--- src/rtl/byte_alu_pkg.sv ---
// Shared types for the saturating byte ALU.
// Assumes a 7-bit opcode: bit 6 set means no-op, bit 5 selects the immediate,
// bit 4 selects the unsigned variant, and bits 3:0 select the lane function.
package byte_alu_pkg;

    localparam int OPC_W = 7;

    typedef enum logic [3:0] {
        FN_NOP = 4'd0,
        FN_MIN = 4'd1,
        FN_MAX = 4'd2,
        FN_ABS = 4'd3,
        FN_NEG = 4'd4,
        FN_ADD = 4'd5,
        FN_SUB = 4'd6,
        FN_SHR = 4'd7,
        FN_AND = 4'd8,
        FN_OR  = 4'd9,
        FN_XOR = 4'd10
    } lane_fn_e;

    typedef struct packed {
        lane_fn_e fn;
        logic     is_uns;
        logic     use_imm;
        logic     active;
    } alu_ctrl_t;

endpackage

--- src/rtl/byte_alu_decode.sv ---
// Opcode decoder: turns the 7-bit opcode into a lane function plus the
// signedness and immediate-select flags. Unlisted opcodes decode to FN_NOP
// with active low. Purely combinational.
module byte_alu_decode
    import byte_alu_pkg::*;
(
    input  logic [OPC_W-1:0] op_code,
    output alu_ctrl_t        ctrl
);

    lane_fn_e fn_sel;

    // Pick the lane function from the opcode family nibble.
    always_comb begin
        fn_sel = FN_NOP;
        if (!op_code[6]) begin
            case (op_code[3:0])
                4'h8:    fn_sel = FN_MIN;
                4'h9:    fn_sel = FN_MAX;
                4'ha:    fn_sel = FN_ABS;
                4'hb:    fn_sel = FN_NEG;
                4'hc:    fn_sel = FN_ADD;
                4'hd:    fn_sel = FN_SUB;
                4'he:    fn_sel = FN_SHR;
                4'h5:    fn_sel = (op_code[5:4] == 2'b10) ? FN_AND : FN_NOP;
                4'h6:    fn_sel = (op_code[5:4] == 2'b10) ? FN_OR  : FN_NOP;
                4'h7:    fn_sel = (op_code[5:4] == 2'b10) ? FN_XOR : FN_NOP;
                default: fn_sel = FN_NOP;
            endcase
        end
    end

    // Pack the decoded fields for the datapath.
    always_comb begin
        ctrl.fn      = fn_sel;
        ctrl.is_uns  = op_code[4];
        ctrl.use_imm = op_code[5];
        ctrl.active  = (fn_sel != FN_NOP);
    end

endmodule

--- src/rtl/byte_alu_opsel.sv ---
// Second-operand select: sends either the register word or the immediate
// byte, copied into every lane, to the lanes. Combinational.
module byte_alu_opsel #(
    parameter int LANES  = 4,
    parameter int LANE_W = 8
) (
    input  logic                    use_imm,
    input  logic [LANE_W-1:0]       imm_byte,
    input  logic [LANES*LANE_W-1:0] reg_b,
    output logic [LANES*LANE_W-1:0] b_word
);

    for (genvar g = 0; g < LANES; g++) begin : g_lane_b
        // One lane's second operand: immediate copy or register byte.
        assign b_word[g*LANE_W +: LANE_W] = use_imm ? imm_byte : reg_b[g*LANE_W +: LANE_W];
    end

endmodule

--- src/rtl/byte_alu_lane.sv ---
// One byte lane. The operands are widened by two bits so that every sum,
// difference and negation is exact, and one clip step then maps the result
// to the signed or unsigned lane range. Shifts are not clipped.
// Assumes 2 <= SHAMT_W <= LANE_W.
module byte_alu_lane
    import byte_alu_pkg::*;
#(
    parameter int LANE_W  = 8,
    parameter int SHAMT_W = 4
) (
    input  lane_fn_e          fn,
    input  logic              is_uns,
    input  logic [LANE_W-1:0] a,
    input  logic [LANE_W-1:0] b,
    output logic [LANE_W-1:0] y
);

    localparam int W2 = LANE_W + 2;
    localparam logic signed [W2-1:0] U_HI = W2'((1 << LANE_W) - 1);
    localparam logic signed [W2-1:0] S_HI = W2'((1 << (LANE_W - 1)) - 1);
    localparam logic signed [W2-1:0] S_LO = ~S_HI;

    logic signed [W2-1:0]      xa, xb, sum_w, dif_w, neg_w, abs_w;
    logic                      a_lt_b;
    logic signed [SHAMT_W:0]   amt_x;
    logic [SHAMT_W:0]          left_n;
    logic [SHAMT_W-2:0]        right_n;
    logic [LANE_W-1:0]         shift_y;

    // Map an exact wide value onto the selected lane range.
    function automatic logic [LANE_W-1:0] clip(input logic signed [W2-1:0] v,
                                               input logic u);
        if (u) begin
            if (v[W2-1])      return '0;
            else if (v > U_HI) return '1;
            else              return v[LANE_W-1:0];
        end else begin
            if (v > S_HI)      return S_HI[LANE_W-1:0];
            else if (v < S_LO) return S_LO[LANE_W-1:0];
            else               return v[LANE_W-1:0];
        end
    endfunction

    // Widen both operands by sign or zero extension, then form the exact results.
    always_comb begin
        xa     = is_uns ? $signed({2'b00, a}) : $signed({{2{a[LANE_W-1]}}, a});
        xb     = is_uns ? $signed({2'b00, b}) : $signed({{2{b[LANE_W-1]}}, b});
        sum_w  = xa + xb;
        dif_w  = xa - xb;
        neg_w  = -xa;
        abs_w  = xa[W2-1] ? neg_w : xa;
        a_lt_b = (xa < xb);
    end

    // Shift by the signed amount in the low bits of b; a negative amount shifts left.
    always_comb begin
        amt_x   = $signed({b[SHAMT_W-1], b[SHAMT_W-1:0]});
        left_n  = -amt_x;
        right_n = b[SHAMT_W-2:0];
        if (amt_x[SHAMT_W])
            shift_y = a << left_n;
        else if (is_uns)
            shift_y = a >> right_n;
        else
            shift_y = $signed(a) >>> right_n;
    end

    // Select the lane result for the decoded function.
    always_comb begin
        case (fn)
            FN_MIN:  y = a_lt_b ? a : b;
            FN_MAX:  y = a_lt_b ? b : a;
            FN_ABS:  y = clip(abs_w, is_uns);
            FN_NEG:  y = clip(neg_w, is_uns);
            FN_ADD:  y = clip(sum_w, is_uns);
            FN_SUB:  y = clip(dif_w, is_uns);
            FN_SHR:  y = shift_y;
            FN_AND:  y = a & b;
            FN_OR:   y = a | b;
            FN_XOR:  y = a ^ b;
            default: y = a;
        endcase
    end

    // The signed absolute value must never come out negative.
    always_comb begin
        if (fn == FN_ABS && !is_uns) begin
            assert_abs_nonneg_R5: assert (!y[LANE_W-1]);
        end
    end

endmodule

--- src/rtl/byte_sat_alu.sv ---
// Top of the saturating byte ALU: decoder, operand select, LANES lane
// instances and one output register stage. Results appear one clock after
// the inputs. Recognised opcodes clear the condition output; other opcodes
// return src_a and pass cond_in through. Reset is synchronous and active low.
module byte_sat_alu
    import byte_alu_pkg::*;
#(
    parameter int LANES   = 4,
    parameter int LANE_W  = 8,
    parameter int SHAMT_W = 4
) (
    input  logic                    clk,
    input  logic                    rst_n,
    input  logic [OPC_W-1:0]        op_code,
    input  logic [LANE_W-1:0]       imm_byte,
    input  logic [LANES*LANE_W-1:0] src_a,
    input  logic [LANES*LANE_W-1:0] src_b,
    input  logic                    cond_in,
    output logic [LANES*LANE_W-1:0] res_out,
    output logic                    cond_out
);

    localparam int WORD_W = LANES * LANE_W;

    alu_ctrl_t          dec_ctrl;
    logic [WORD_W-1:0]  b_word;
    logic [WORD_W-1:0]  lane_word;
    logic [WORD_W-1:0]  res_q;
    logic               cond_q;

    byte_alu_decode u_decode (
        .op_code (op_code),
        .ctrl    (dec_ctrl)
    );

    byte_alu_opsel #(
        .LANES  (LANES),
        .LANE_W (LANE_W)
    ) u_opsel (
        .use_imm  (dec_ctrl.use_imm),
        .imm_byte (imm_byte),
        .reg_b    (src_b),
        .b_word   (b_word)
    );

    for (genvar g = 0; g < LANES; g++) begin : g_lane
        localparam int LO = g * LANE_W;

        byte_alu_lane #(
            .LANE_W  (LANE_W),
            .SHAMT_W (SHAMT_W)
        ) u_lane (
            .fn     (dec_ctrl.fn),
            .is_uns (dec_ctrl.is_uns),
            .a      (src_a[LO +: LANE_W]),
            .b      (b_word[LO +: LANE_W]),
            .y      (lane_word[LO +: LANE_W])
        );

        // A signed minimum never exceeds the lane's first operand.
        assert_smin_bound_R3: assert property (@(posedge clk) disable iff (!rst_n)
            (dec_ctrl.fn == FN_MIN && !dec_ctrl.is_uns) |=>
            ($signed(res_out[LO +: LANE_W]) <= $signed($past(src_a[LO +: LANE_W]))));

        // An unsigned maximum is never below the lane's first operand.
        assert_umax_bound_R3: assert property (@(posedge clk) disable iff (!rst_n)
            (dec_ctrl.fn == FN_MAX && dec_ctrl.is_uns) |=>
            (res_out[LO +: LANE_W] >= $past(src_a[LO +: LANE_W])));

        // Unsigned negation always yields zero.
        assert_uneg_zero_R6: assert property (@(posedge clk) disable iff (!rst_n)
            (dec_ctrl.fn == FN_NEG && dec_ctrl.is_uns) |=>
            (res_out[LO +: LANE_W] == '0));

        // A saturating unsigned add never drops below its first operand.
        assert_uadd_floor_R7: assert property (@(posedge clk) disable iff (!rst_n)
            (dec_ctrl.fn == FN_ADD && dec_ctrl.is_uns) |=>
            (res_out[LO +: LANE_W] >= $past(src_a[LO +: LANE_W])));

        // A saturating unsigned subtract never rises above its first operand.
        assert_usub_ceiling_R8: assert property (@(posedge clk) disable iff (!rst_n)
            (dec_ctrl.fn == FN_SUB && dec_ctrl.is_uns) |=>
            (res_out[LO +: LANE_W] <= $past(src_a[LO +: LANE_W])));
    end

    // Output register: the lane result or the held value, plus the condition bit.
    always_ff @(posedge clk) begin
        if (!rst_n) begin
            res_q  <= '0;
            cond_q <= 1'b0;
        end else begin
            res_q  <= dec_ctrl.active ? lane_word : src_a;
            cond_q <= dec_ctrl.active ? 1'b0 : cond_in;
        end
    end

    assign res_out  = res_q;
    assign cond_out = cond_q;

    // Reset clears both outputs at the next edge.
    assert_reset_clear_R1: assert property (@(posedge clk)
        !rst_n |=> (res_out == '0 && !cond_out));

    // Recognised opcodes leave the condition output low.
    assert_flag_clear_R2: assert property (@(posedge clk) disable iff (!rst_n)
        dec_ctrl.active |=> !cond_out);

    // A no-op returns the first operand and the incoming condition value.
    assert_nop_hold_R11: assert property (@(posedge clk) disable iff (!rst_n)
        !dec_ctrl.active |=> (res_out == $past(src_a) && cond_out == $past(cond_in)));

endmodule

--- config.mk ---
export PLATFORM = sky130hd
export DESIGN_NAME = byte_sat_alu
export DESIGN_NICKNAME = d
export VERILOG_FILES = /design/src/rtl/byte_alu_pkg.sv /design/src/rtl/byte_alu_decode.sv /design/src/rtl/byte_alu_opsel.sv /design/src/rtl/byte_alu_lane.sv /design/src/rtl/byte_sat_alu.sv
export SDC_FILE = /design/constraint.sdc
export NUM_CORES = 1
export LEC_CHECK = 0
export BUFFER_PORTS_ARGS = -buffer_cell sky130_fd_sc_hd__buf_2
export CORE_UTILIZATION = 50
export CTS_BUF_LIST = sky130_fd_sc_hd__clkbuf_4 sky130_fd_sc_hd__clkbuf_8
export DETAILED_ROUTE_END_ITERATION = 7
export PLACE_DENSITY = 0.79
export SLEW_MARGIN = 40
export SYNTH_ARGS = -nofsm -noshare
export SYNTH_HDL_FRONTEND = slang
export SYNTH_HIERARCHICAL = 1
export SYNTH_SLANG_ARGS = --single-unit
--- constraint.sdc ---
create_clock -name clk -period 6.3 [get_ports clk]
set_input_delay 0.945 -clock clk [delete_from_list [all_inputs] [get_ports clk]]
set_output_delay 0.945 -clock clk [all_outputs]
set_load 0.005 [all_outputs]
==> results.txt <==
The flow ran to the end, and the final reports show no timing, DRC or antenna violations. The pin count of the biggest net entering global routing is 52. The die is ~170 um tall. At the end of routability-driven placement, the weighted congestion stood at slightly above 1. The count of TritonRoute iterations in the first routing pass is 6. The number of instances in the synthesized netlist came out at between 2000 and 2500.

In the synthesized netlist the dominant register cell turns out to be dfxtp_1. The areal power density over the cells is approximately 130 nW/um^2. The worst-case IR drop observed on VDD is 0.110 mV.

The smallest hold slack came out at 0.806 ns. The number of clock sinks seen by CTS is 33. The first routing iteration left between 2000 and 3000 violations. The area growth from synthesis to layout is 4.60%. The post-synthesis instance area came out at 14800 um^2. The number of pins with negative max-slew slack in the final report came to 0.

The total global routing overflow came out at 0. The area share of the largest cell type after synthesis came out at 0.111. The cell total after placement is approximately 2500.

The class of the most critical hold timing path is in -> reg. The fill cell instance count of the final layout is approximately 2900. The critical path is of the in -> reg type. The half-perimeter wire length after detailed placement is 43400 um.

After clock tree synthesis, the flow added hold-fix buffers numbering 0. The synthesized net count came out at 2335. The share of post-route cells with drive strength above 1 is 0.131. The maximum fanout encountered on the critical timing path came out at 32. The data required time at the worst endpoint came out at 6.56 ns. The count of synthesis-stage warnings from yosys is 6.

The CTS root buffer is clkbuf_8. For the pin with the worst max-slew slack, the measured transition is 0.802 ns. The normalized max-slew margin is 0.450.

The effective utilization at floorplan came out at 0.513. The area enclosed by the die boundary is approximately 30000 um^2. The die is 174 um wide. The share of flip-flops with an asynchronous set or reset came out at 0. The worst hold path terminates at cond_out. The non-filler instance count after layout came out at 2500.

The sequential cell area fraction in the yosys report came out at 0.0445. The deepest level of the CTS H-tree came out at 2. The total design power is roughly 0.0020 W. Setup repair after global routing left no endpoint under its margin. Summed over all cells, the static leakage comes to 6.47 nW. After synthesis, the cell types taking the most area are ha_1, mux2i_1, a21oi_1. The total length of routed wires is approximately 58000 um. The number of gates resized after cts is 0.

ha_1 takes more of the synthesized area than any other cell. The count of final setup violators came out at 0. The wire length of the first global-routing pass came out at approximately 89000 um. After floorplanning, the core was divided into between 60 and 70 placement rows.

The synthesized design contains 0 enable-type register cells. The maximum root-to-sink buffer count is 2. For this run, the top clock speed supported by timing is ~0.19 GHz. The routed via count divided by cell count came out at about 7. After detailed routing, the average wire length per cell comes to 23.3 um. The initial antenna violation count is 2. Summing over every cut layer, the via total after detailed routing is between 15000 and 20000.

The clock tree from TritonCTS is yes. The cell depth of the worst min-delay path came out at 3. In this run the remaining antenna-violating nets after routing total 0. Across every metal layer, demand over resource in global routing totals 0.368.

STA classifies the critical path startpoint as an input pin. The number of top-level pins came out at ~120. The distinct cell type count of the synthesized netlist came out at 103. The via count of the first global-routing pass came out at about 16000. The number of setup buffers added after CTS is 0. The synthesized design contains 33 register bits.

The type of element capturing the critical path is a flop. The startpoint of the lowest-slack hold path is cond_in. The floorplan core area came out at between 20000 and 30000 um^2. In this run, CTS created clock tree buffers numbering 5. The share of the clock period used by the worst path after layout is 0.846. The number of failing hold endpoints at the final stage is 0. After routing, the total negative slack on setup checks comes to 0 ns. The post-layout minimum cycle time came out at about 5.3 ns. The count of nets after finishing came out at between 2000 and 2500.

The number of maximum-capacitance violations came out at 0. The mean cell area of the mapped netlist came out at about 7.0 um^2. For the worst setup path, the data arrival time is 5.59 ns. The number of buffers inserted by port buffering came out at between 100 and 150. The number of remaining DRC errors is 0.

The clock input transition at the sequential cells of the worst setup and hold paths is 0.10 ns.
==> registers in the layout, indices dropped and copies added, names as in the netlist <==
name,flops
cond_out,1
res_out,32
==> worst max-delay path by stage <==
stage,startpoint,to,depth (start not counted)
floorplan,op_code[5],res_out[23],18
global placement,op_code[5],res_out[0],14
detailed placement,op_code[5],res_out[4],16
CTS,op_code[5],res_out[4],16
global route,op_code[5],res_out[30],14
finish,op_code[4],res_out[15],14
==> critical path, cell delays in order <==
cell       delay, ns
buf_2           0.57
nand2b_1        0.47
inv_1           0.32
ha_1            0.64
nand2b_1        0.21
or3_1           0.34
o31ai_1         0.39
mux2_2          0.44
and2_1          0.27
a2111oi_2       0.46
nand3_1         0.13
o22a_1          0.20
mux2i_1         0.12
nor2b_1         0.06
==> Yosys cell counts (10+ instances only) <==
| cell | instances |
|---|---|
| a2111oi_0 | 10 |
| a211oi_1 | 41 |
| a21o_1 | 19 |
| a21oi_1 | 166 |
| a221oi_1 | 19 |
| a311oi_1 | 14 |
| a31oi_1 | 33 |
| and3_1 | 22 |
| buf_1 | 10 |
| buf_2 | 30 |
| buf_6 | 12 |
| clkbuf_1 | 93 |
| dfxtp_1 | 33 |
| ha_1 | 132 |
| inv_1 | 118 |
| mux2_2 | 15 |
| mux2_4 | 30 |
| mux2i_1 | 89 |
| mux4_2 | 14 |
| nand2_1 | 146 |
| nand2b_1 | 62 |
| nand3_1 | 45 |
| nand4_1 | 14 |
| nor2_1 | 194 |
| nor2b_1 | 86 |
| nor3_1 | 70 |
| nor4_1 | 18 |
| o2111ai_1 | 16 |
| o211ai_1 | 35 |
| o21a_1 | 16 |
| o21ai_0 | 143 |
| o22ai_1 | 28 |
| o31ai_1 | 13 |
| or2_2 | 12 |
| or3_1 | 17 |
| xnor2_1 | 51 |
| xor2_1 | 18 |
==> layout by cell type (no fill, tap or decap), types with 14 or more instances in the layout <==
cell type and count:
nand2b_1 62, o211ai_1 35, dfxtp_1 33, mux2_2 15
o21a_1 16, a211oi_1 41, and3_1 22, xnor2_1 51
a21o_1 19, mux2i_1 89, inv_1 118, o2111ai_1 16
o21ai_0 142, nor2_1 194, nand3_1 45, nor3_1 69
nand2_1 146, nand4_1 14, ha_1 132, buf_2 114
nor4_1 16, a221oi_1 19, xor2_1 18, buf_4 32
a31oi_1 33, a21oi_1 165, mux2_4 30, mux4_2 14
o22ai_1 28, a311oi_1 14, or3_1 17, nor2b_1 86
==> metrics by stage <==
stage | cell area, um^2 | setup WS (ns) | utilization
global placement | 15300 | 0.686 | 0.530
CTS | 15500 | 1.04 | 0.535
detailed placement | 15400 | 0.687 | 0.531
floorplan | 14800 | 1.43 | -
global route | 15500 | 0.797 | 0.536
finish | 15500 | 0.970 | 0.536
==> where the power goes <==
part           internal [W]  switching, W
Combinational      0.000553      0.000923
Sequential         0.000226    0.00000659
Clock              0.000129      0.000138
Total              0.000908       0.00107
==> cells by family after synthesis <==
family                     synth area share
xor gates and xnor gates             0.0407
DFF                                  0.0445
buffers and inverters                0.0863
and+or+nand+nor                       0.257
adders and majority gates             0.122
muxes                                 0.127
AOI/OAI and AO/OA                     0.323
==> per-layer routing <==
metal  global-route usage  share of wire  vias to the layer above
met3               0.0560           0.10                      168
met5                    0              0                        -
met2                0.564           0.44                     1130
met1                0.510           0.42                     8177
met4                0.151          0.040                        0
li1                     -              -                     7854
==> final cells by class <==
type | count | area (um^2) | share of cell area
Antenna cell | 2 | 5.00 | 0.000322
Sequential cell | 33 | 661 | 0.0426
Multi-Input combinational cell | 1802 | 13000 | 0.835
Clock inverter | 2 | 37.5 | 0.00242
Inverter | 124 | 465 | 0.0300
Clock buffer | 6 | 82.6 | 0.00532
Tap cell | 384 | 480 | 0.0310
Timing Repair Buffer | 147 | 826 | 0.0532
(Power assumes the default switching activity.)
